===== src/rtl/keyctl_pkg.sv =====
package keyctl_pkg;

    // Which half of the key a writeback targets
    typedef enum logic [1:0] {
        KSEL_NONE = 2'd0,
        KSEL_LO   = 2'd1,
        KSEL_HI   = 2'd2
    } keysel_e;

endpackage


===== src/rtl/keyctl_decode.sv =====
module keyctl_decode
    import keyctl_pkg::*;
#(
    parameter int         INSTR_W  = 32,
    parameter int         OPC_W    = 6,
    parameter logic [5:0] OPC_LO   = 6'h38,
    parameter logic [5:0] OPC_HI   = 6'h39,
    parameter logic [5:0] OPC_MODE = 6'h3A
) (
    input  logic               instr_valid,
    input  logic [INSTR_W-1:0] instr_word,
    input  logic               wb_valid,
    input  logic [OPC_W-1:0]   wb_opcode,
    output keysel_e            wb_sel,
    output logic               mode_hit,
    output logic               mode_on
);
    localparam int FIELD_W = INSTR_W - OPC_W;

    logic [OPC_W-1:0]   id_opc;
    logic [FIELD_W-1:0] id_field;

    assign id_opc   = instr_word[INSTR_W-1:FIELD_W];
    assign id_field = instr_word[FIELD_W-1:0];

    always_comb begin
        wb_sel = KSEL_NONE;
        if (wb_valid) begin
            if (wb_opcode == OPC_W'(OPC_LO))      wb_sel = KSEL_LO;
            else if (wb_opcode == OPC_W'(OPC_HI)) wb_sel = KSEL_HI;
        end
    end

    assign mode_hit = instr_valid && (id_opc == OPC_W'(OPC_MODE));
    assign mode_on  = |id_field;

endmodule


===== src/rtl/keyctl_settle.sv =====
module keyctl_settle #(
    parameter int GAP = 2
) (
    input  logic clk,
    input  logic rst_n,
    input  logic arm,
    output logic busy
);
    localparam int CNT_W = $clog2(GAP + 1);

    typedef struct packed {
        logic [CNT_W-1:0] cnt;
    } settle_t;

    settle_t st_d, st_q;

    always_comb begin
        st_d = st_q;
        if (arm)                st_d.cnt = CNT_W'(GAP);
        else if (st_q.cnt != 0) st_d.cnt = st_q.cnt - 1'b1;
    end

    always_ff @(posedge clk) begin
        if (!rst_n) st_q <= '0;
        else        st_q <= st_d;
    end

    assign busy = (st_q.cnt != 0);

endmodule


===== src/rtl/keyctl.sv =====
module keyctl
    import keyctl_pkg::*;
#(
    parameter int         INSTR_W  = 32,
    parameter int         OPC_W    = 6,
    parameter int         KEY_W    = 64,
    parameter int         GAP      = 2,
    parameter logic [5:0] OPC_LO   = 6'h38,
    parameter logic [5:0] OPC_HI   = 6'h39,
    parameter logic [5:0] OPC_MODE = 6'h3A
) (
    input  logic                 clk,
    input  logic                 rst_n,
    input  logic                 instr_valid,
    input  logic [INSTR_W-1:0]   instr_word,
    input  logic                 wb_valid,
    input  logic [OPC_W-1:0]     wb_opcode,
    input  logic [KEY_W/2-1:0]   wb_data,
    output logic [KEY_W-1:0]     key_o,
    output logic                 crypt_en_o,
    output logic                 stall_o
);
    localparam int HALF_W = KEY_W / 2;

    typedef struct packed {
        logic [KEY_W-1:0] key;
        logic             crypt;
    } ctl_t;

    ctl_t    ctl_d, ctl_q;
    keysel_e wb_sel;
    logic    mode_hit, mode_on;
    logic    wr_acc, settle_busy;

    keyctl_decode #(
        .INSTR_W (INSTR_W),
        .OPC_W   (OPC_W),
        .OPC_LO  (OPC_LO),
        .OPC_HI  (OPC_HI),
        .OPC_MODE(OPC_MODE)
    ) u_dec (
        .instr_valid(instr_valid),
        .instr_word (instr_word),
        .wb_valid   (wb_valid),
        .wb_opcode  (wb_opcode),
        .wb_sel     (wb_sel),
        .mode_hit   (mode_hit),
        .mode_on    (mode_on)
    );

    keyctl_settle #(
        .GAP(GAP)
    ) u_settle (
        .clk  (clk),
        .rst_n(rst_n),
        .arm  (wr_acc),
        .busy (settle_busy)
    );

    // Key writes are refused while encryption runs
    assign wr_acc  = (wb_sel != KSEL_NONE) && !ctl_q.crypt;
    assign stall_o = mode_hit && (wr_acc || settle_busy);

    always_comb begin
        ctl_d = ctl_q;
        if (wr_acc) begin
            if (wb_sel == KSEL_LO) ctl_d.key[HALF_W-1:0]     = wb_data;
            else                   ctl_d.key[KEY_W-1:HALF_W] = wb_data;
        end
        if (mode_hit && !stall_o) ctl_d.crypt = mode_on;
    end

    always_ff @(posedge clk) begin
        if (!rst_n) ctl_q <= '0;
        else        ctl_q <= ctl_d;
    end

    assign key_o      = ctl_q.key;
    assign crypt_en_o = ctl_q.crypt;

endmodule


===== config.mk =====
export PLATFORM = sky130hd
export DESIGN_NAME = keyctl
export DESIGN_NICKNAME = d
export VERILOG_FILES = /design/src/rtl/keyctl_pkg.sv /design/src/rtl/keyctl_decode.sv /design/src/rtl/keyctl_settle.sv /design/src/rtl/keyctl.sv
export SDC_FILE = /design/constraint.sdc
export NUM_CORES = 1
export LEC_CHECK = 0
export ABC_AREA = 1
export BUFFER_PORTS_ARGS = -buffer_cell sky130_fd_sc_hd__buf_2
export CORE_ASPECT_RATIO = 0.9
export CORE_MARGIN = 2
export CORE_UTILIZATION = 41
export CTS_BUF_LIST = sky130_fd_sc_hd__clkbuf_2
export CTS_CLUSTER_SIZE = 24
export DETAILED_ROUTE_END_ITERATION = 6
export GPL_TIMING_DRIVEN = 0
export PLACE_DENSITY = 0.77
export SYNTH_ARGS = -nofsm -noshare
export SYNTH_HDL_FRONTEND = slang
export SYNTH_SLANG_ARGS = --single-unit

===== constraint.sdc =====
create_clock -name clk -period 1.1 [get_ports clk]
set_input_delay 0.22 -clock clk [delete_from_list [all_inputs] [get_ports clk]]
set_output_delay 0.22 -clock clk [all_outputs]
set_load 0.02 [all_outputs]

Yosys cells after proc, flatten, opt, wreduce, memory -nomap -nowiden:

Index checks and enable logic that the tools add are counted.

* flip-flop bits (word level): 67
* output and inout port bits: 66
* word-level logic and storage cells: 31

* add/sub/neg operators: 1
* eq/ne operators: 4
* muxes and demuxes: 5
* bitwise logic cells: 2
* reduce and logical (&&, ||, !) cells: 14

Operator list (number)
* 26-bit OR reduction: 1
* 6-bit equality test (second input constant): 3
* 2-bit 2-to-1 mux: 5
* 2-bit nonzero test: 3
* 1-bit logical AND: 4
* 2-bit AND reduction: 2
* 2-bit by 1-bit equality test with 1-bit output (second input constant): 1
* 1-bit logical NOT: 2
* 1-bit inverter: 2
* 2-bit OR reduction: 1
* 2-bit by 1-bit subtractor with 2-bit output (second input constant): 1
* 1-bit logical OR: 1

Depth between registers and ports, before layout:

* depth in word-level cells: 10
* mapped depth: 8

Modules after synthesis:

A second synthesis with hierarchy kept.

* cells, all modules: 341
* area, all modules: 2616.3 µm²

Modules (own cells, without submodules)
* keyctl: instances 1, cells each 296, area each 2402.3 µm²
* keyctl_decode: instances 1, cells each 34, area each 136.4 µm²
* keyctl_settle: instances 1, cells each 11, area each 77.6 µm²

Least setup slack after synthesis:

OpenSTA, ideal clock, no wires.

* path type: flip-flop to output port
* start: register ctl_q, in the netlist crypt_en_o
* end: output stall_o
* data arrival time: 1262 ps
* required time: 880 ps
* setup slack: -382 ps
* stages on the path, launching flop included: 4
* path buffers: 0
* cell sequence: dfxtp_1 nor3_2 nand2_2 a21boi_0

* word-level cells in the longest chain between the ends: 4

Ends and longest elaborated chain
* start: declaration: line keyctl.sv:30 `ctl_t ctl_d, ctl_q;`
* start signal: assignment: line keyctl.sv:75 `else ctl_q <= ctl_d;`
* 1-bit logical NOT: line keyctl.sv:61 `assign wr_acc = (wb_sel != KSEL_NONE) && !ctl_q.crypt;`
* 1-bit logical AND: line keyctl.sv:61
* 1-bit logical OR: line keyctl.sv:62 `assign stall_o = mode_hit && (wr_acc || settle_busy);`
* 1-bit logical AND: line keyctl.sv:62
* end: declaration: line keyctl.sv:21 `output logic stall_o`

No other way between the ends.

Worst setup path after layout:

* start: register ctl_q, in the netlist crypt_en_o
* end: register ctl_q, in the netlist key_o[4]

* word-level cells in the longest chain between the ends: 3

Ends and longest elaborated chain (line)
* 1-bit logical NOT: keyctl.sv:61
* 1-bit logical AND: keyctl.sv:61
* 2-bit AND reduction (no source line)

No other way between the ends.
A chain may end at the register's enable or synchronous reset.

==> run_results.csv <==
group,metric,value,unit
critical_path,path_cells,"buf_4 > buf_6 > inv_4 > nand2_4 > nor3_4 > nand3b_1 > buf_12 > buf_12 > nor2_4 > nor2_2",
clock_tree,cts.clk_slew.worst_paths,0.21,ns
grt,grt_max_degree,13,
clock_tree,cts_max_level,3,
synth,ys_seq_area_frac,0.523,
timing,fmax,0.609,GHz
critical_path,max_stage_delay,0.39,ns
detailed_routing,via_count,3247,
synth,ys_ff_latch,67,
final_layout,num_antenna_cells,0,
floorplanning,die_y,79.0,um
pwr,power_switching,1260,uW
floorplanning,start_util,0.422,
synth,synth_fp_nets,415,
synth,synth_top_area_frac,0.523,
grt,grt_overflow,0,
synth,syn_avg_cell_area,7.52,um^2
critical_path,slowest_stage,"dfxtp_4",
final_layout,drive_gt1_frac,0.617,
detailed_routing,routedWlPerCell,17.3,um
clock_tree,cts_buffers,9,
min_path,min_path_type,"in -> reg",
critical_path,cp.required,1.49,ns
run,cap_violations,0,
place,hpwl,5340,um
synth,netlist_area,2560,um^2
final_layout,finalNetCount,628,
timing,skew,0.0345,ns
final_layout,final_cell_mix,"buf_6, nor2_1, buf_2",
outcome,status,"finished with violations",
clock_tree,tritoncts,"yes",
critical_path,end_kind,"flip-flop",
floorplanning,die_x,87.4,um
synth,ys_types,22,
final_layout,syn_to_final_growth,104,%
timing,hold_violations,0,
synth,yosysWarnings,0,
clock_tree,clkLatencyLatePin,0.52,ns
synth,synthTopCellsByArea,"dfxtp_1, nor2_1, o21ai_1",
timing,maxSlewHeadroom,0.662,
pwr,p_comb_frac,0.117,
timing,period_needed,1.64,ns
detailed_routing,viasPerCell,5.15,
clock_tree,clk_path_buf_depth,2,
detailed_routing,drtPass1Iterations,4,
pwr,p_per_area,901,nW/um^2
pwr,ir_worst_vdd,0.726,mV
detailed_routing,drc,0,
pwr,internal_power,3460,uW
outcome,violations,"negative setup slack",
detailed_routing,postRouteAntennaNets,0,
pwr,leakagePower,0.00233,uW
timing,finalCritPeriodShare,1.49,
critical_path,startpoint_type,"flip-flop",
timing,layout_setup_ws,-0.543,ns
final_layout,layout_commonest_cell,"buf_6",
grt,track_usage,0.273,
pwr,power_frac_clock,0.363,
timing,setup_viol,132,
floorplanning,rows,27,
detailed_routing,drt_iter0_drc,140,
critical_path,r2r-start,"crypt_en_o",
place,routabilityCongestion,0.808,
pwr,netSwitchingFraction,0.268,
critical_path,crit_start,"crypt_en_o",
clock_tree,cts-root-buf,"clkbuf_2",
floorplanning,core_area,6080,um^2
timing,fin_setup_tns,-38.73,ns
grt,antenna_found_initial,0,
critical_path,crit_path_max_fanout,8,
floorplanning,ios,140,
grt,grt_pass1_vias,3107,
synth,yosys.area.top_type,"dfxtp_1",
critical_path,critPathArrivalTime,2.03,ns
critical_path,critPathMostFrequentCell,"buf_12",
grt,grt_pass1_wl,14500,um
synth,syn_inst,341,
pwr,seqPwrFrac,0.521,
clock_tree,cts_sinks,67,
floorplanning,die-area,6910,um^2
min_path,hold_path_startpoint,"rst_n",
timing,worst_pin_slew,0.507,ns
place,io_buffers,138,
pwr,fin_total_pwr,4720,uW
critical_path,crit_type,"reg -> reg",
timing,rsz0062_at_grt,"true",
timing,drv_slew,0,
detailed_routing,wirelength,10900,um
## routing by layer
metal / vias to the layer above / global-route usage / part of all wire
li1: 1516 / - / -
met1: 1504 / 0.296 / 0.35
met2: 189 / 0.498 / 0.55
met3: 38 / 0.0655 / 0.070
met4: 0 / 0.120 / 0.034
met5: - / 0 / 0
## cell families after synthesis
| family | share of synthesized area |
|---|---|
| buffers and inverters | 0.0629 |
| AND/OR/NAND/NOR | 0.284 |
| flip-flops | 0.523 |
| AO/OA/AOI/OAI | 0.130 |
## worst paths after layout
path	end	slack, ns	depth (start not counted)
setup / recovery	key_o[4]	-0.54	10
setup reg to reg	key_o[4]	-0.54	10
hold reg to reg	u_settle.st_q[1]	0.50	2
hold / removal	key_o[43]	0.09	3
## power groups by stage
stage / clock [uW] / sequential, uW / combinational [uW]
after floorplan: 0 / 2520 / 97.6
after global placement: 0 / 2500 / 304
after detailed placement: 0 / 2500 / 309
after CTS: 1700 / 2460 / 455
after global routing: 1830 / 2460 / 586
final: 1710 / 2460 / 550
## through the flow
stage | hold slack [ns] | utilization | std cells | worst slack, ns | instance area, um^2
CTS | 0.0498 | 0.772 | 616 | -0.539 | 4690
finish | 0.0873 | 0.862 | 631 | -0.543 | 5240
detailed placement | 0.466 | 0.556 | 551 | -0.323 | 3380
floorplan | 0.355 | - | 341 | -0.0588 | 2600
global placement | 0.452 | 0.556 | 551 | -0.253 | 3380
global route | 0.0658 | 0.862 | 631 | -0.610 | 5240
## worst max-delay path: cells and delay by family (launching register included)
kind          cells  cell delay [ns]
buf+inv           5             0.64
flops             1             0.39
simple gates      5             0.50
## synthesized netlist by cell type
library cell / instances
a21boi_0: 1
a21oi_1: 1
and2_1: 1
and3_1: 2
buf_1: 1
buf_2: 6
buf_6: 6
clkbuf_1: 6
dfxtp_1: 67
inv_1: 9
inv_2: 1
nand2_1: 15
nand2_2: 2
nand3_1: 4
nand3b_1: 1
nor2_1: 148
nor2_4: 2
nor3_1: 2
nor3_2: 1
nor3_4: 1
o21ai_0: 22
o21ai_1: 42
## timing repair
item,in CTS,in global routing
gates resized for setup,256,112
setup endpoints to repair,130,131
pin swaps,17,21
gates cloned,4,3
endpoints found under the hold margin,64,0
hold buffers,32,0
buffers inserted,13,13
## registers in the layout, indices dropped and copies added, names as in the netlist
signal,flops
key_o,64
u_settle.st_q,2
crypt_en_o,1
## layout make-up
cell class                 instances  area, um^2
timing repair buffer             202        1770
multi-input combinational        245        1570
sequential                        67        1430
fill                             308         842
buffer                            19         199
clock inverter                     7        91.3
tap                               72        90.1
clock buffer                       9        45.0
inverter                          10        40.0
(Power assumes the default switching activity.)
